--- src/rtl/pirq_pkg.sv ---
package pirq_pkg;

  localparam int ADDR_W = 8;

  localparam logic [ADDR_W-1:0] OFF_LEVEL  = 8'h00;
  localparam logic [ADDR_W-1:0] OFF_PEND   = 8'h04;
  localparam logic [ADDR_W-1:0] OFF_FALIAS = 8'h08;
  localparam logic [ADDR_W-1:0] OFF_CLEAR  = 8'h0C;
  localparam logic [ADDR_W-1:0] OFF_MPSTAT = 8'h10;
  localparam logic [ADDR_W-1:0] OFF_BCAST  = 8'h14;
  localparam logic [ADDR_W-1:0] OFF_MASK   = 8'h40;
  localparam logic [ADDR_W-1:0] OFF_FORCE  = 8'h80;
  localparam logic [ADDR_W-1:0] OFF_EXT    = 8'hC0;

  typedef enum logic [3:0] {
    SEL_NONE,
    SEL_LEVEL,
    SEL_PEND,
    SEL_FALIAS,
    SEL_CLEAR,
    SEL_MPSTAT,
    SEL_BCAST,
    SEL_MASK,
    SEL_FORCE,
    SEL_EXT
  } reg_sel_e;

endpackage

--- src/rtl/pirq_decode.sv ---
module pirq_decode
  import pirq_pkg::*;
(
  input  logic [ADDR_W-1:0] addr,
  output reg_sel_e          sel
);

  always_comb begin
    sel = SEL_NONE;
    if (addr[1:0] == 2'b00) begin
      case (addr)
        OFF_LEVEL:  sel = SEL_LEVEL;
        OFF_PEND:   sel = SEL_PEND;
        OFF_FALIAS: sel = SEL_FALIAS;
        OFF_CLEAR:  sel = SEL_CLEAR;
        OFF_MPSTAT: sel = SEL_MPSTAT;
        OFF_BCAST:  sel = SEL_BCAST;
        OFF_MASK:   sel = SEL_MASK;
        OFF_FORCE:  sel = SEL_FORCE;
        OFF_EXT:    sel = SEL_EXT;
        default:    sel = SEL_NONE;
      endcase
    end
  end

endmodule

--- src/rtl/pirq_regfile.sv ---
module pirq_regfile
  import pirq_pkg::*;
#(
  parameter int NLINES = 16,
  parameter int DATA_W = 32,
  parameter int EXT_W  = 4,
  localparam int ID_W  = $clog2(NLINES)
) (
  input  logic              clk,
  input  logic              rst_n,
  input  logic [NLINES-1:0] irq_in,
  input  logic              bus_sel,
  input  logic              bus_wr,
  input  reg_sel_e          sel,
  input  logic [DATA_W-1:0] bus_wdata,
  output logic [DATA_W-1:0] bus_rdata,
  input  logic              ack_valid,
  input  logic [ID_W-1:0]   ack_num,
  output logic [NLINES-1:0] level_q,
  output logic [NLINES-1:0] pend_q,
  output logic [NLINES-1:0] force_q,
  output logic [NLINES-1:0] bcast_q,
  output logic [NLINES-1:0] mask_q,
  output logic [EXT_W-1:0]  ext_q,
  output logic [NLINES-1:0] in_pend_set,
  output logic [NLINES-1:0] in_force_set,
  output logic [NLINES-1:0] ack_vec
);

  localparam logic [NLINES-1:0] KEEP = {{(NLINES-1){1'b1}}, 1'b0};

  function automatic logic [NLINES-1:0] line_bit(input logic [ID_W-1:0] k);
    logic [NLINES-1:0] r;
    r    = '0;
    r[k] = 1'b1;
    return r & KEEP;
  endfunction

  function automatic logic [NLINES-1:0] force_update(
    input logic [NLINES-1:0] old,
    input logic [NLINES-1:0] setv,
    input logic [NLINES-1:0] clrv
  );
    return (old | setv) & ~clrv;
  endfunction

  logic              wr_any;
  logic [NLINES-1:0] wd_lo, wd_hi;
  logic [NLINES-1:0] clr_vec;
  logic [NLINES-1:0] force_base;
  logic [NLINES-1:0] pend_nx, force_nx;

  assign wr_any = bus_sel & bus_wr;
  assign wd_lo  = bus_wdata[NLINES-1:0] & KEEP;
  assign wd_hi  = bus_wdata[2*NLINES-1:NLINES] & KEEP;

  assign in_pend_set  = irq_in & ~bcast_q & KEEP;
  assign in_force_set = irq_in &  bcast_q & KEEP;
  assign ack_vec      = ack_valid ? line_bit(ack_num) : '0;
  assign clr_vec      = (wr_any && sel == SEL_CLEAR) ? wd_lo : '0;

  always_comb begin
    force_base = force_q;
    if (wr_any && sel == SEL_FALIAS)
      force_base = wd_lo;
    else if (wr_any && sel == SEL_FORCE)
      force_base = force_update(force_q, wd_lo, wd_hi);
  end

  assign pend_nx  = (pend_q & ~clr_vec & ~ack_vec) | in_pend_set;
  assign force_nx = (force_base & ~ack_vec) | in_force_set;

  always_ff @(posedge clk) begin
    if (!rst_n) begin
      level_q <= '0;
      pend_q  <= '0;
      force_q <= '0;
      bcast_q <= '0;
      mask_q  <= '0;
      ext_q   <= '0;
    end else begin
      pend_q  <= pend_nx;
      force_q <= force_nx;
      if (wr_any && sel == SEL_LEVEL) level_q <= wd_lo;
      if (wr_any && sel == SEL_BCAST) bcast_q <= wd_lo;
      if (wr_any && sel == SEL_MASK)  mask_q  <= wd_lo;
      if (wr_any && sel == SEL_EXT)   ext_q   <= bus_wdata[EXT_W-1:0];
    end
  end

  always_comb begin
    bus_rdata = '0;
    case (sel)
      SEL_LEVEL:  bus_rdata[NLINES-1:0] = level_q;
      SEL_PEND:   bus_rdata[NLINES-1:0] = pend_q;
      SEL_FALIAS: bus_rdata[NLINES-1:0] = force_q;
      SEL_FORCE:  bus_rdata[NLINES-1:0] = force_q;
      SEL_BCAST:  bus_rdata[NLINES-1:0] = bcast_q;
      SEL_MASK:   bus_rdata[NLINES-1:0] = mask_q;
      SEL_EXT:    bus_rdata[EXT_W-1:0]  = ext_q;
      default:    bus_rdata = '0;
    endcase
  end

endmodule

--- src/rtl/pirq_select.sv ---
module pirq_select #(
  parameter int NLINES = 16,
  localparam int ID_W  = $clog2(NLINES)
) (
  input  logic [NLINES-1:0] pend_q,
  input  logic [NLINES-1:0] force_q,
  input  logic [NLINES-1:0] mask_q,
  input  logic [NLINES-1:0] level_q,
  output logic [NLINES-1:0] eff_vec,
  output logic              hi_any,
  output logic [ID_W-1:0]   irq_req,
  output logic              irq_valid
);

  function automatic logic [ID_W-1:0] top_index(input logic [NLINES-1:0] v);
    logic [ID_W-1:0] r;
    r = '0;
    for (int i = 1; i < NLINES; i++)
      if (v[i]) r = ID_W'(i);
    return r;
  endfunction

  logic [NLINES-1:0] hi_vec, lo_vec, win_vec;

  assign eff_vec = (pend_q | force_q) & mask_q;
  assign hi_vec  = eff_vec & level_q;
  assign lo_vec  = eff_vec & ~level_q;
  assign hi_any  = |hi_vec;
  assign win_vec = hi_any ? hi_vec : lo_vec;

  assign irq_req   = top_index(win_vec);
  assign irq_valid = (irq_req != '0);

endmodule

--- src/rtl/pirq_ctrl.sv ---
module pirq_ctrl
  import pirq_pkg::*;
#(
  parameter int NLINES = 16,
  parameter int DATA_W = 32,
  parameter int EXT_W  = 4,
  localparam int ID_W  = $clog2(NLINES)
) (
  input  logic              clk,
  input  logic              rst_n,
  input  logic [NLINES-1:0] irq_in,
  input  logic              bus_sel,
  input  logic              bus_wr,
  input  logic [ADDR_W-1:0] bus_addr,
  input  logic [DATA_W-1:0] bus_wdata,
  output logic [DATA_W-1:0] bus_rdata,
  input  logic              ack_valid,
  input  logic [ID_W-1:0]   ack_num,
  output logic [ID_W-1:0]   irq_req,
  output logic              irq_valid
);

  reg_sel_e          sel;
  logic [NLINES-1:0] level_q, pend_q, force_q, bcast_q, mask_q;
  logic [EXT_W-1:0]  ext_q;
  logic [NLINES-1:0] in_pend_set, in_force_set, ack_vec;
  logic [NLINES-1:0] eff_vec;
  logic              hi_any;

  pirq_decode u_decode (
    .addr (bus_addr),
    .sel  (sel)
  );

  pirq_regfile #(
    .NLINES (NLINES),
    .DATA_W (DATA_W),
    .EXT_W  (EXT_W)
  ) u_regs (
    .clk          (clk),
    .rst_n        (rst_n),
    .irq_in       (irq_in),
    .bus_sel      (bus_sel),
    .bus_wr       (bus_wr),
    .sel          (sel),
    .bus_wdata    (bus_wdata),
    .bus_rdata    (bus_rdata),
    .ack_valid    (ack_valid),
    .ack_num      (ack_num),
    .level_q      (level_q),
    .pend_q       (pend_q),
    .force_q      (force_q),
    .bcast_q      (bcast_q),
    .mask_q       (mask_q),
    .ext_q        (ext_q),
    .in_pend_set  (in_pend_set),
    .in_force_set (in_force_set),
    .ack_vec      (ack_vec)
  );

  pirq_select #(
    .NLINES (NLINES)
  ) u_select (
    .pend_q    (pend_q),
    .force_q   (force_q),
    .mask_q    (mask_q),
    .level_q   (level_q),
    .eff_vec   (eff_vec),
    .hi_any    (hi_any),
    .irq_req   (irq_req),
    .irq_valid (irq_valid)
  );

endmodule

--- config.mk ---
export PLATFORM = sky130hd
export DESIGN_NAME = pirq_ctrl
export DESIGN_NICKNAME = d
export VERILOG_FILES = /design/src/rtl/pirq_pkg.sv /design/src/rtl/pirq_decode.sv /design/src/rtl/pirq_regfile.sv /design/src/rtl/pirq_select.sv /design/src/rtl/pirq_ctrl.sv
export SDC_FILE = /design/constraint.sdc
export NUM_CORES = 1
export LEC_CHECK = 0
export BUFFER_PORTS_ARGS = -buffer_cell sky130_fd_sc_hd__buf_2
export CORE_MARGIN = 2
export CORE_UTILIZATION = 40
export DETAILED_ROUTE_END_ITERATION = 10
export SLEW_MARGIN = 20
export SYNTH_ARGS = -nofsm -noshare
export SYNTH_HDL_FRONTEND = slang
export SYNTH_SLANG_ARGS = --single-unit
--- constraint.sdc ---
create_clock -name clk -period 5.9 [get_ports clk]
set_clock_uncertainty 0.15 [all_clocks]
set_input_delay 1.18 -clock clk [delete_from_list [all_inputs] [get_ports clk]]
set_output_delay 1.18 -clock clk [all_outputs]
set_load 0.1 [all_outputs]
After elaboration in Yosys (flattened, before gate mapping)

Index checks and enable logic that the tools add are counted.
W data, S select, Z words.

Add/subtract/negate cells: 0
Multipliers: 0
Divide/modulo/power cells: 0
Magnitude comparators: 2
Equality and inequality tests: 16
Shift-type cells: 0
Mux-type cells: 26
Bitwise operators: 19
Reduce and logical (&&, ||, !) cells: 13

Operators by type and width:

| operator             | number |
|---|---|
| $and A16 B16 Y16     | 9 |
| $mux W16             | 5 |
| $not A16 Y16         | 5 |
| $or A16 B16 Y16      | 4 |
| $pmux W12 S5         | 1 |
| $mux W4              | 9 |
| $pmux W4 S9          | 1 |
| $pmux W4 S6          | 1 |
| $eq A8 B4 Y1 const B | 2 |
| $eq A8 B5 Y1 const B | 2 |
| $eq A8 B8 Y1 const B | 2 |
| $reduce_or A16 Y1    | 1 |
| $eq A4 B3 Y1 const B | 3 |
| $mux W3              | 4 |
| $eq A4 B2 Y1 const B | 2 |
| $eq A4 B4 Y1 const B | 2 |
| $eq A8 B3 Y1 const B | 1 |
| $eq A8 B7 Y1 const B | 1 |
| $logic_and A1 B1 Y1  | 8 |
| $logic_not A8 Y1     | 1 |
| $lt A4 B5 Y1 const B | 1 |
| $demux W1 S4         | 1 |
| $eq A4 B1 Y1 const B | 1 |
| $ge A4 B1 Y1 const B | 1 |
| 6 further kinds      | 8 |

Flip-flop bits (word level): 81
Bits in latches: 0
Memory bits (writable): 0
Memory bits (read-only): 0
Logic and storage cells: 82
Memories kept: 0

Longest topological paths before layout

Gate-level depths: netlist of run 1.

Word-level depth: 21
Gate-level depth with buffers: 9
Mapped depth without buffers: 7

Cells and area by module

A second synthesis of run 1 with hierarchy kept.

Cells, all modules: 663
Area, all modules: 5273.8 um^2

By module, submodules not included:

| module       | times used | cells an instance | area each (um^2) |
|---|---|---|---|
| pirq_regfile | 1          | 565               | 4554.4 |
| pirq_select  | 1          | 81                | 600.6 |
| pirq_decode  | 1          | 17                | 118.9 |

Least setup slack after synthesis of run 1

OpenSTA, ideal clock, no wires.

Path kind: input to output
Start: in bus_addr[1]
End: out bus_rdata[1]
Arrival: 3.825 ns
Data required time: 4.570 ns
Path slack: 0.745 ns
Stages: 4
Cells stage by stage: or4_4 > buf_6 > or4_4 > o211ai_1

Word-level cells in the longest chain between the ends: 6
Elaborated cells between the ends (all ways): 21
Those cells by class: eq/ne (15); mux (3); reduce/logical (3)

Ends and longest elaborated chain:

| item                                                | line               | source |
|---|---|---|
| from (decl)                                         | pirq_ctrl.sv:14    | `input logic [ADDR_W-1:0] bus_addr,` |
| $eq A8 B8 Y1 (tied with other cells)                | pirq_decode.sv:11  | `case (addr)` |
| $pmux W4 S9                                         | pirq_decode.sv:11  |  |
| $mux W4 *                                           | pirq_decode.sv:10  | `if (addr[1:0] == 2'b00) begin` |
| $eq A4 B4 Y1 / $eq A4 B2 Y1 (equally long branches) | pirq_regfile.sv:93 | `case (sel)` |
| $reduce_or A2 Y1 (no line)                          | --                 |  |
| $pmux W4 S6 *                                       | pirq_regfile.sv:93 |  |
| to (decl)                                           | pirq_ctrl.sv:16    | `output logic [DATA_W-1:0] bus_rdata,` |

Every way passes the cells marked *; elsewhere a longest branch is shown, timed or not.

Worst setup path in the final report of run 1

Start: reg u_regs.pend_q[3]
End: out irq_valid

Word-level cells in the longest chain between the ends: 21
Elaborated cells between the ends (all ways): 22
Those cells by class: mux (16); bitwise (4); reduce/logical (2)

Ends and longest elaborated chain:

| item                   | line               | source |
|---|---|---|
| from (decl)            | pirq_regfile.sv:20 | `output logic [NLINES-1:0] pend_q,` |
| from (signal assigned) | pirq_regfile.sv:82 | `pend_q <= pend_nx;` |
| $or A16 B16 Y16 *      | pirq_select.sv:25  | `assign eff_vec = (pend_q \| force_q) & mask_q;` |
| $and A16 B16 Y16 *     | pirq_select.sv:25  |  |
| $and A16 B16 Y16       | pirq_select.sv:26  | `assign hi_vec = eff_vec & level_q;` |
| $reduce_or A16 Y1      | pirq_select.sv:28  | `assign hi_any = \|hi_vec;` |
| $mux W16 *             | pirq_select.sv:29  | `assign win_vec = hi_any ? hi_vec : lo_vec;` |
| $mux W1                | pirq_select.sv:19  | `if (v[i]) r = ID_W'(i);` |
| $mux W2 (2 in a row)   | pirq_select.sv:19  |  |
| $mux W3 (4 in a row)   | pirq_select.sv:19  |  |
| $mux W4 (7 in a row)   | pirq_select.sv:19  |  |
| $mux W4 *              | pirq_select.sv:19  |  |
| $reduce_bool A4 Y1 *   | pirq_select.sv:32  | `assign irq_valid = (irq_req != '0);` |
| to (decl)              | pirq_ctrl.sv:20    | `output logic irq_valid` |

Marks and branches as above.

==> flow_metrics.py, run 1 <==
metrics = {
    "sta": {
        "final_hold_viol_count": 0,
        "fin_crit_ns": 5.35,
        "fmax_mhz": 187,
        "post-route-period-util_pct": 90.7,
        "worst_pin_slew_ns": 1.20,
        "fin_ws_ns": 0.547,
        "maxSlewViolCount": 0,
        "finalSetupViolCount": 0,
        "tns_ns": 0,
        "maxSlewHeadroom_pct": 20.0,
        "rsz0062_at_grt": "no",
    },
    "critical_path": {
        "worstPathArrival_ns": 4.02,
        "startpoint": "u_regs.pend_q[3]$_SDFF_PN0_",
        "criticalPathCategory": "reg2out",
        "path_max_fanout": 17,
        "worstReg2RegStart": "u_regs.force_q[6]$_SDFF_PN0_",
        "cp-end-kind": "primary output",
        "slowest_stage": "a2111oi_0",
        "worstSetupStartpointType": "register",
        "critPathRequiredTime_ns": 4.57,
        "cpPeakStageDelay_ns": 0.96,
        "worstPathCellList": "o21a_1, a2111oi_0, and4_1, o221ai_1, nand4_1, or3_1, nand4bb_1, buf_2",
    },
    "final_layout": {
        "area_growth_pct": 15.7,
        "fill_cells": 1139,
        "area.sequential_mm2": 0.00158,
        "multi_input_area_mm2": 0.00291,
        "nets": 708,
        "final_cell_area_mm2": 0.00544,
        "n_antenna_cell": 0,
        "drive_gt1_share_pct": 17.6,
    },
    "pwr": {
        "p_per_area_mw_per_mm2": 232,
        "irDropWorstVdd_v": 0.000140,
        "total_leakage_power_nw": 2.13,
    },
    "synthesis": {
        "ys.warnings.count": 0,
        "yosys.area.top_type": "dfxtp_1",
        "synth_top_cells_by_area": "dfxtp_1, nand2_1, mux2i_1",
        "synthArstFlopShare_pct": 0,
        "syn_inst": 580,
        "syn_avg_cell_area_um2": 8.10,
        "ys.flop_type": "dfxtp_1",
        "ys_ff_latch": 79,
        "ys_types": 50,
        "ys_seq_area_share_pct": 33.7,
        "synth_enable_flop_cells": 0,
        "synthTopCellsByCount": "nand2_1, dfxtp_1, nor2b_1",
        "syn_area_mm2": 0.00470,
        "post-synth-top-count-cell": "nand2_1",
        "netlist.area_leader.share_pct": 33.7,
    },
    "drt": {
        "drt_pass1_iterations": 6,
        "antenna_left": 0,
        "dr_total_vias": 4601,
        "wl_per_cell_um": 18.5,
        "first_iter_violations": 393,
        "vias_per_cell": 5.83,
        "drc": 0,
        "routed_wl_mm": 14.6,
    },
    "place": {
        "gp_congestion": 0.850,
        "pre_cts_ws_ns": 0.957,
        "placed_cell_area_mm2": 0.00513,
        "io_buffers": 83,
        "hpwl_mm": 9.93,
    },
    "global_routing": {
        "grt_pass1_wl_mm": 22.8,
        "grt_pass1_vias": 4295,
        "grt_overflow": 0,
        "grt_usage_pct": 23.0,
        "grt_max_degree": 95,
        "antenna_found_initial": 0,
    },
    "clocking": {
        "cts.sinks": 79,
        "ctsResizeCount": 0,
        "htreeDepth": 3,
        "ctsRootBufferMaster": "clkbuf_16",
        "cts_setup_buffers": 0,
        "insertion_delay_ns": 0.34,
        "clk_pin_slew_ns": 0.06,
        "cts_tree": "built",
        "clk_path_buf_depth": 2,
        "cts_hold_buf": 0,
        "cts_buffers": 9,
    },
    "die": {
        "dieHeight_um": 112,
        "io_pins": 102,
        "dieWidth_um": 112,
        "start_util_pct": 41.1,
        "fp-row-count": 39,
        "coreArea_mm2": 0.0114,
        "dieArea_mm2": 0.0126,
    },
    "flow_run": {
        "drv_cap": 0,
    },
    "status": {
        "status": "complete, no violations",
    },
    "hold_path": {
        "hold_path.class": "reg2reg",
        "hp-start": "u_regs.bcast_q[13]$_SDFFE_PN0P_",
    },
}
[critical path: cells and delay by family, from the launching register on]
kind / cells / cell delay, ns
and+or+nand+nor: 4 / 1.35
AOI/OAI and AO/OA: 3 / 1.58
buffers and inverters: 1 / 0.44
DFF: 1 / 0.32
[routing by layer]
layer / vias to the layer above / wire length (um) / global-route usage [%]
li1: 2215 / - / -
met1: 2187 / 6570 / 31.7
met2: 184 / 6700 / 37.4
met3: 15 / 1090 / 3.29
met4: 0 / 212 / 7.15
met5: - / 0 / 0
[flip-flops by register name (all words and copies together) (netlist names)]
| signal | flops |
|---|---|
| u_regs.ext_q | 4 |
| u_regs.bcast_q | 15 |
| u_regs.pend_q | 15 |
| u_regs.level_q | 15 |
| u_regs.force_q | 15 |
| u_regs.mask_q | 15 |
[logic make-up after synthesis]
kind of cell | Yosys count | share of synthesized area (%)
other | 1 | 0.0798
xor gates and xnor gates | 1 | 0.186
AOI/OAI and AO/OA | 161 | 25.7
and+or+nand+nor | 247 | 26.2
DFF | 79 | 33.7
buffers and inverters | 54 | 6.23
muxes | 37 | 7.88
[power by group]
group | switching (mW) | total [mW] | leakage [nW] | internal [mW]
clock | 0.217 | 0.583 | 0.144 | 0.365
combinational | 0.0942 | 0.132 | 1.34 | 0.0376
sequential | 0.00826 | 0.550 | 0.641 | 0.541
total | 0.320 | 1.26 | 2.13 | 0.944
[area by class of cell]
type                            count  area share, %
Multi-Input combinational cell    462           53.5
Sequential cell                    79           29.1
Timing Repair Buffer               89           8.47
Clock buffer                       10           4.21
Tap cell                          143           3.29
Clock inverter                      4           1.33
Inverter                            2          0.138
[worst paths after layout]
| check | end | slack (ns) | cells past startpoint |
|---|---|---|---|
| worst min-delay path | u_regs.force_q[13]$_SDFF_PN0_ | 0.35 | 2 |
| worst max register to register | u_regs.force_q[6]$_SDFF_PN0_ | 4.86 | 2 |
| worst min register to register | u_regs.force_q[13]$_SDFF_PN0_ | 0.35 | 2 |
| worst max-delay path | irq_valid | 0.55 | 8 |
[layout by cell type (no fill, tap or decap), drive strengths merged, types with 5 or more instances in the layout]
cell type | Yosys | final
nand2 | 106 | 106
buf | 23 | 89
dfxtp | 79 | 79
nor2b | 52 | 52
mux2i | 37 | 37
a21oi | 34 | 34
nand3 | 33 | 33
nor2 | 27 | 27
o21a | 24 | 24
conb | 1 | 16
a222oi | 15 | 15
a211oi | 15 | 15
o31ai | 15 | 15
a21boi | 15 | 15
o211ai | 13 | 13
o221ai | 10 | 10
clkbuf | 29 | 10
o211a | 5 | 5
[metrics by stage]
stage,hold slack [ns],util (%),std cells,power (mW)
2_1_floorplan,0.318,-,595,0.658
3_3_place_gp,0.332,44.9,775,0.689
3_5_place_dp,0.347,44.9,775,0.691
4_1_cts,0.355,47.5,789,1.27
5_1_grt,0.377,47.6,789,1.31
6_report,0.354,47.6,789,1.26
Power figures use the tool's default switching activity.
==> inputs of run 2 (changes only) <==
--- a/config.mk
+++ b/config.mk
@@ -12,4 +12,5 @@
 export SLEW_MARGIN = 20
 export SYNTH_ARGS = -nofsm -noshare
 export SYNTH_HDL_FRONTEND = slang
+export SYNTH_HIERARCHICAL = 1
 export SYNTH_SLANG_ARGS = --single-unit
==> run 2 against run 1 <==
  * Sequential cell count unchanged
  * Critical endpoint is now bus_rdata[7]
  * Total power down 4.8%
  * First-iteration DRC count up 1.0%
  * Area after synthesis up 10%
  * Via count up 13%
  * Combinational power up 19%
  * Sequential power about the same
  * Synthesized cell count up 11%
  * Design area up 12%
  * Maximum frequency up 4.7%
  * Register-to-register slack worse by 0.35 ns
  * Worst setup slack better by 0.24 ns
==> flow_metrics.py, run 2 <==
metrics = {
    "global_routing": {
        "grt_pass1_vias": 4914,
        "antenna_found_initial": 0,
        "grt_pass1_wl_mm": 26.9,
        "grt_overflow": 0,
        "grt_usage_pct": 24.3,
        "grt_max_degree": 80,
    },
    "hold_path": {
        "hold_path.class": "reg2reg",
        "hp-start": "u_regs/mask_q[9]$_SDFFE_PN0P_",
        "holdPathEnd": "u_regs/mask_q[9]$_SDFFE_PN0P_",
        "hold_path_depth": 2,
    },
    "pwr": {
        "power_switching_mw": 0.336,
        "pwr-share-seq_pct": 45.9,
        "internal_power_mw": 0.867,
        "p_per_area_mw_per_mm2": 198,
        "total_leakage_power_nw": 2.33,
        "finalPower_mw": 1.20,
        "clkPwrFrac_pct": 41.0,
        "sw_frac_of_total_pct": 28.0,
        "irDropWorstVdd_v": 0.000124,
        "power.share.combinational_pct": 13.1,
    },
    "critical_path": {
        "path_max_fanout": 17,
        "worstPathCellList": "buf_2, nor4_1, nor2b_1, and4b_1, a22oi_1, nand3_1, buf_12",
        "worstSetupStartpointType": "primary input",
        "startpoint": "bus_addr[1]",
        "r2r-end": "u_regs/force_q[6]$_SDFF_PN0_",
        "cp-end-kind": "primary output",
        "reg2regPathDepth": 4,
        "worstReg2RegStart": "u_regs/bcast_q[6]$_SDFFE_PN0P_",
        "slowest_stage": "and4b_1",
        "critPathRequiredTime_ns": 4.57,
        "criticalPathCategory": "in2out",
        "cpPeakStageDelay_ns": 0.83,
        "worstPathArrival_ns": 3.78,
        "r2r_slack_ns": 4.51,
    },
    "drt": {
        "routed_wl_mm": 16.9,
        "vias_per_cell": 5.91,
        "dr_total_vias": 5215,
        "antenna_left": 0,
        "first_iter_violations": 397,
        "drc": 0,
        "wl_per_cell_um": 19.1,
        "drt_pass1_iterations": 5,
    },
    "sta": {
        "fin_crit_ns": 5.11,
        "final_hold_viol_count": 0,
        "finalSetupViolCount": 0,
        "maxSlewViolCount": 0,
        "tns_ns": 0,
        "maxSlewHeadroom_pct": 28.3,
        "fmax_mhz": 196,
        "rsz0062_at_grt": "no",
        "post-route-period-util_pct": 86.6,
        "whs_ns": 0.338,
        "worst_pin_slew_ns": 1.07,
    },
    "final_layout": {
        "fill_cells": 1268,
        "final_cell_area_mm2": 0.00607,
        "n_antenna_cell": 0,
        "final_common_cell": "nand2_1",
        "drive_gt1_share_pct": 19.9,
        "nets": 772,
        "area_growth_pct": 17.1,
        "final_cell_mix": "nand2_1, dfxtp_1, buf_2, nor2b_1",
    },
    "place": {
        "gp_congestion": 0.856,
        "hpwl_mm": 12.0,
        "io_buffers": 83,
        "placed_cell_area_mm2": 0.00581,
    },
    "clocking": {
        "ctsRootBufferMaster": "clkbuf_16",
        "ctsResizeCount": 0,
        "cts.sinks": 79,
        "clk_path_buf_depth": 2,
        "clk_pin_slew_ns": 0.06,
        "cts_hold_buf": 0,
        "htreeDepth": 3,
        "insertion_delay_ns": 0.34,
        "cts_buffers": 9,
        "cts_setup_buffers": 0,
        "cts_tree": "built",
    },
    "synthesis": {
        "syn_inst": 645,
        "syn_area_mm2": 0.00519,
        "syn_avg_cell_area_um2": 8.04,
        "ys.warnings.count": 6,
    },
    "status": {
        "status": "complete, no violations",
    },
    "die": {
        "dieArea_mm2": 0.0139,
        "start_util_pct": 41.1,
        "dieWidth_um": 118,
        "io_pins": 102,
        "coreArea_mm2": 0.0126,
        "dieHeight_um": 118,
        "fp-row-count": 41,
    },
    "flow_run": {
        "drv_cap": 0,
    },
}
[run 2: changes by cell type in the layout (fill, tap and decap cells not counted), moves of 18 or more]
cell,before,now
a21oi_1,34,1
a22oi_1,1,31
a31oi_1,0,30
a21boi_1,0,20
inv_1,2,20
[run 2: power by group through the flow]
stage	combinational (mW)	clock [mW]	sequential, mW
after floorplan	0.114	0	0.559
after global placement	0.152	0	0.563
after detailed placement	0.155	0	0.564
after CTS	0.156	0.502	0.552
after global routing	0.168	0.528	0.553
final	0.157	0.493	0.553
[run 2: how the worst max path moves through the flow]
stage / endpoint / slack, ns / cells past startpoint
6_report: bus_rdata[7] / 0.79 / 7
5_1_grt: bus_rdata[11] / 0.64 / 8
4_1_cts: bus_rdata[2] / 0.82 / 7
3_5_place_dp: bus_rdata[2] / 0.84 / 7
3_3_place_gp: bus_rdata[2] / 0.91 / 7
2_1_floorplan: irq_req[2] / 0.84 / 8
[run 2: area by class of cell]
class                           instances  area, um^2  share of cell area (%)
Clock buffer                           12         236                    3.89
Clock inverter                          2        10.0                   0.165
Sequential cell                        79        1580                    26.0
Tap cell                              172         215                    3.54
Inverter                               20        75.1                    1.24
Multi-Input combinational cell        506        3250                    53.5
Timing Repair Buffer                   91         704                    11.6
[run 2: through the flow]
stage,cells,util [%],setup slack [ns]
after floorplan,664,-,0.842
after global placement,867,46.1,0.914
after detailed placement,867,46.1,0.838
after CTS,881,48.0,0.819
after global routing,882,48.1,0.643
final,882,48.1,0.789
[run 2: critical path, delay by kind of cell]
kind	cells	cell delay, ns
AO/OA/AOI/OAI	1	0.21
buffers and inverters	2	0.30
AND/OR/NAND/NOR	4	2.08
[run 2: metal layers]
metal	routed length [um]	global-route usage [%]	vias up	share of wire (%)
li1	-	-	2465	-
met1	7700	35.3	2442	46
met2	7270	34.5	261	43
met3	1350	4.26	47	8.0
met4	561	11.3	0	3.3
met5	0	0	-	0
==> inputs of run 3 (changes only) <==
==> constraint.sdc (replaced) <==
create_clock -name clk -period 6.2 [get_ports clk]
set_clock_uncertainty 0.15 [all_clocks]
set_input_delay 1.24 -clock clk [delete_from_list [all_inputs] [get_ports clk]]
set_output_delay 1.24 -clock clk [all_outputs]
set_load 0.1 [all_outputs]
==> run 3 against run 2 <==
  * Register-to-register slack improved by 0.28 ns
  * Design area grew 0.56%
  * Hold slack better by 0.0028 ns
  * Clock power rose by 15%
  * Largest cell class unchanged
  * Cell count decreased by 0.11%
  * Routed wire length rose by 1.0%
  * Sequential cell count stayed put
  * Count of clock-buffer cells in the layout is the same
  * Core utilization increased by 0.27 points
  * Sequential share of layout area decreased by 0.14 points
==> flow_metrics.py, run 3 (synthesis gave the netlist of run 2 again) <==
metrics = {
    "critical_path": {
        "cp-end-kind": "primary output",
        "reg2regPathDepth": 4,
        "worstReg2RegStart": "u_regs/bcast_q[13]$_SDFFE_PN0P_",
        "r2r_slack_ns": 4.79,
        "critPathRequiredTime_ns": 4.81,
        "worstPathArrival_ns": 3.93,
        "path_max_fanout": 15,
        "r2r-end": "u_regs/force_q[13]$_SDFF_PN0_",
        "criticalPathCategory": "in2out",
        "worstSetupStartpointType": "primary input",
    },
    "pwr": {
        "p_per_area_mw_per_mm2": 204,
        "total_leakage_power_nw": 2.34,
        "irDropWorstVdd_v": 0.000122,
    },
    "final_layout": {
        "final_cell_count_no_fill": 881,
        "final_cell_area_mm2": 0.00611,
        "fill_cells": 1240,
        "final_cell_mix": "nand2_1, dfxtp_1, buf_2, nor2b_1",
        "area_growth_pct": 17.8,
        "final_common_cell": "nand2_1",
        "n_antenna_cell": 0,
        "nets": 769,
        "drive_gt1_share_pct": 19.7,
    },
    "drt": {
        "drc": 0,
        "routed_wl_mm": 17.1,
        "first_iter_violations": 409,
        "antenna_left": 0,
        "wl_per_cell_um": 19.4,
        "dr_total_vias": 5321,
        "drt_pass1_iterations": 6,
        "vias_per_cell": 6.04,
    },
    "die": {
        "start_util_pct": 41.1,
        "coreArea_mm2": 0.0126,
        "dieWidth_um": 118,
        "dieHeight_um": 118,
        "dieArea_mm2": 0.0139,
        "io_pins": 102,
        "fp-row-count": 41,
    },
    "sta": {
        "fmax_mhz": 188,
        "finalSetupViolCount": 0,
        "maxSlewViolCount": 0,
        "maxSlewHeadroom_pct": 25.0,
        "rsz0062_at_grt": "no",
        "post-route-period-util_pct": 85.7,
        "tns_ns": 0,
        "worst_pin_slew_ns": 1.13,
        "fin_crit_ns": 5.32,
        "final_hold_viol_count": 0,
    },
    "place": {
        "io_buffers": 83,
        "hpwl_mm": 12.2,
        "gp_congestion": 0.874,
        "placedCellCount": 865,
        "placed_cell_area_mm2": 0.00580,
    },
    "clocking": {
        "cts_buffers": 9,
        "cts_tree": "built",
        "clk_pin_slew_ns": 0.06,
        "clk_path_buf_depth": 2,
        "insertion_delay_ns": 0.34,
        "cts_setup_buffers": 0,
        "ctsResizeCount": 0,
        "htreeDepth": 3,
        "cts.sinks": 79,
        "ctsRootBufferMaster": "clkbuf_16",
        "cts_hold_buf": 0,
    },
    "global_routing": {
        "grt_max_degree": 80,
        "grt_usage_pct": 24.5,
        "grt_pass1_wl_mm": 27.3,
        "antenna_found_initial": 0,
        "grt_pass1_vias": 5010,
        "grt_overflow": 0,
    },
    "hold_path": {
        "hp-start": "u_regs/mask_q[7]$_SDFFE_PN0P_",
        "hold_path.class": "reg2reg",
        "holdPathEnd": "u_regs/mask_q[7]$_SDFFE_PN0P_",
        "hold_path_depth": 2,
    },
    "flow_run": {
        "drv_cap": 0,
    },
    "status": {
        "status": "complete, no violations",
    },
}
==> run 3: changes by cell type in the layout (fill, tap and decap cells not counted) <==
| cell | before | now |
|---|---|---|
| bufinv_16 | 0 | 2 |
| buf_6 | 1 | 0 |
| buf_4 | 7 | 5 |
==> run 3: worst max path at each step <==
stage / startpoint / end / slack, ns / cells past startpoint
after detailed placement: bus_addr[1] / bus_rdata[7] / 0.93 / 9
after global routing: bus_addr[1] / bus_rdata[4] / 0.72 / 9
after global placement: bus_addr[1] / bus_rdata[7] / 0.96 / 9
after floorplan: bus_addr[1] / bus_rdata[12] / 1.03 / 7
final: bus_addr[1] / bus_rdata[7] / 0.88 / 9
after CTS: bus_addr[1] / bus_rdata[7] / 0.92 / 9
==> run 3: routing by layer <==
| metal | wire [um] | part of all wire, % | track usage [%] |
|---|---|---|---|
| met3 | 1550 | 9.1 | 3.83 |
| met1 | 7610 | 45 | 35.4 |
| met4 | 451 | 2.6 | 9.79 |
| met2 | 7440 | 44 | 36.4 |
| met5 | 0 | 0 | 0 |
==> run 3: worst max-delay path: stages <==
cell     delay, ns
buf_2         0.11
or4_4         0.54
nor4b_2       0.22
buf_4         0.25
or3b_1        0.38
a21oi_2       0.66
nand2_1       0.12
nand3_1       0.21
buf_12        0.21
==> run 3: cell type report <==
class                      instances  area, um^2  share of cell area [%]
clock buffer                      12         236                    3.87
timing repair buffer              88         678                    11.1
tap                              172         215                    3.52
sequential                        79        1580                    25.9
multi-input combinational        506        3250                    53.2
clock inverter                     4        70.1                    1.15
inverter                          20        75.1                    1.23
==> run 3: power by group <==
part / internal (mW) / switching [mW] / leakage [nW]
logic: 0.0439 / 0.107 / 1.55
clock network: 0.352 / 0.215 / 0.151
registers: 0.515 / 0.0109 / 0.641
==> run 3: stage by stage <==
step	setup slack [ns]	util [%]	power, mW	hold WS, ns
final	0.884	48.4	1.24	0.341
after global placement	0.961	46.0	0.680	0.318
after floorplan	1.03	-	0.641	0.308
after CTS	0.919	48.4	1.24	0.339
after detailed placement	0.931	46.0	0.685	0.331
after global routing	0.716	48.4	1.28	0.366
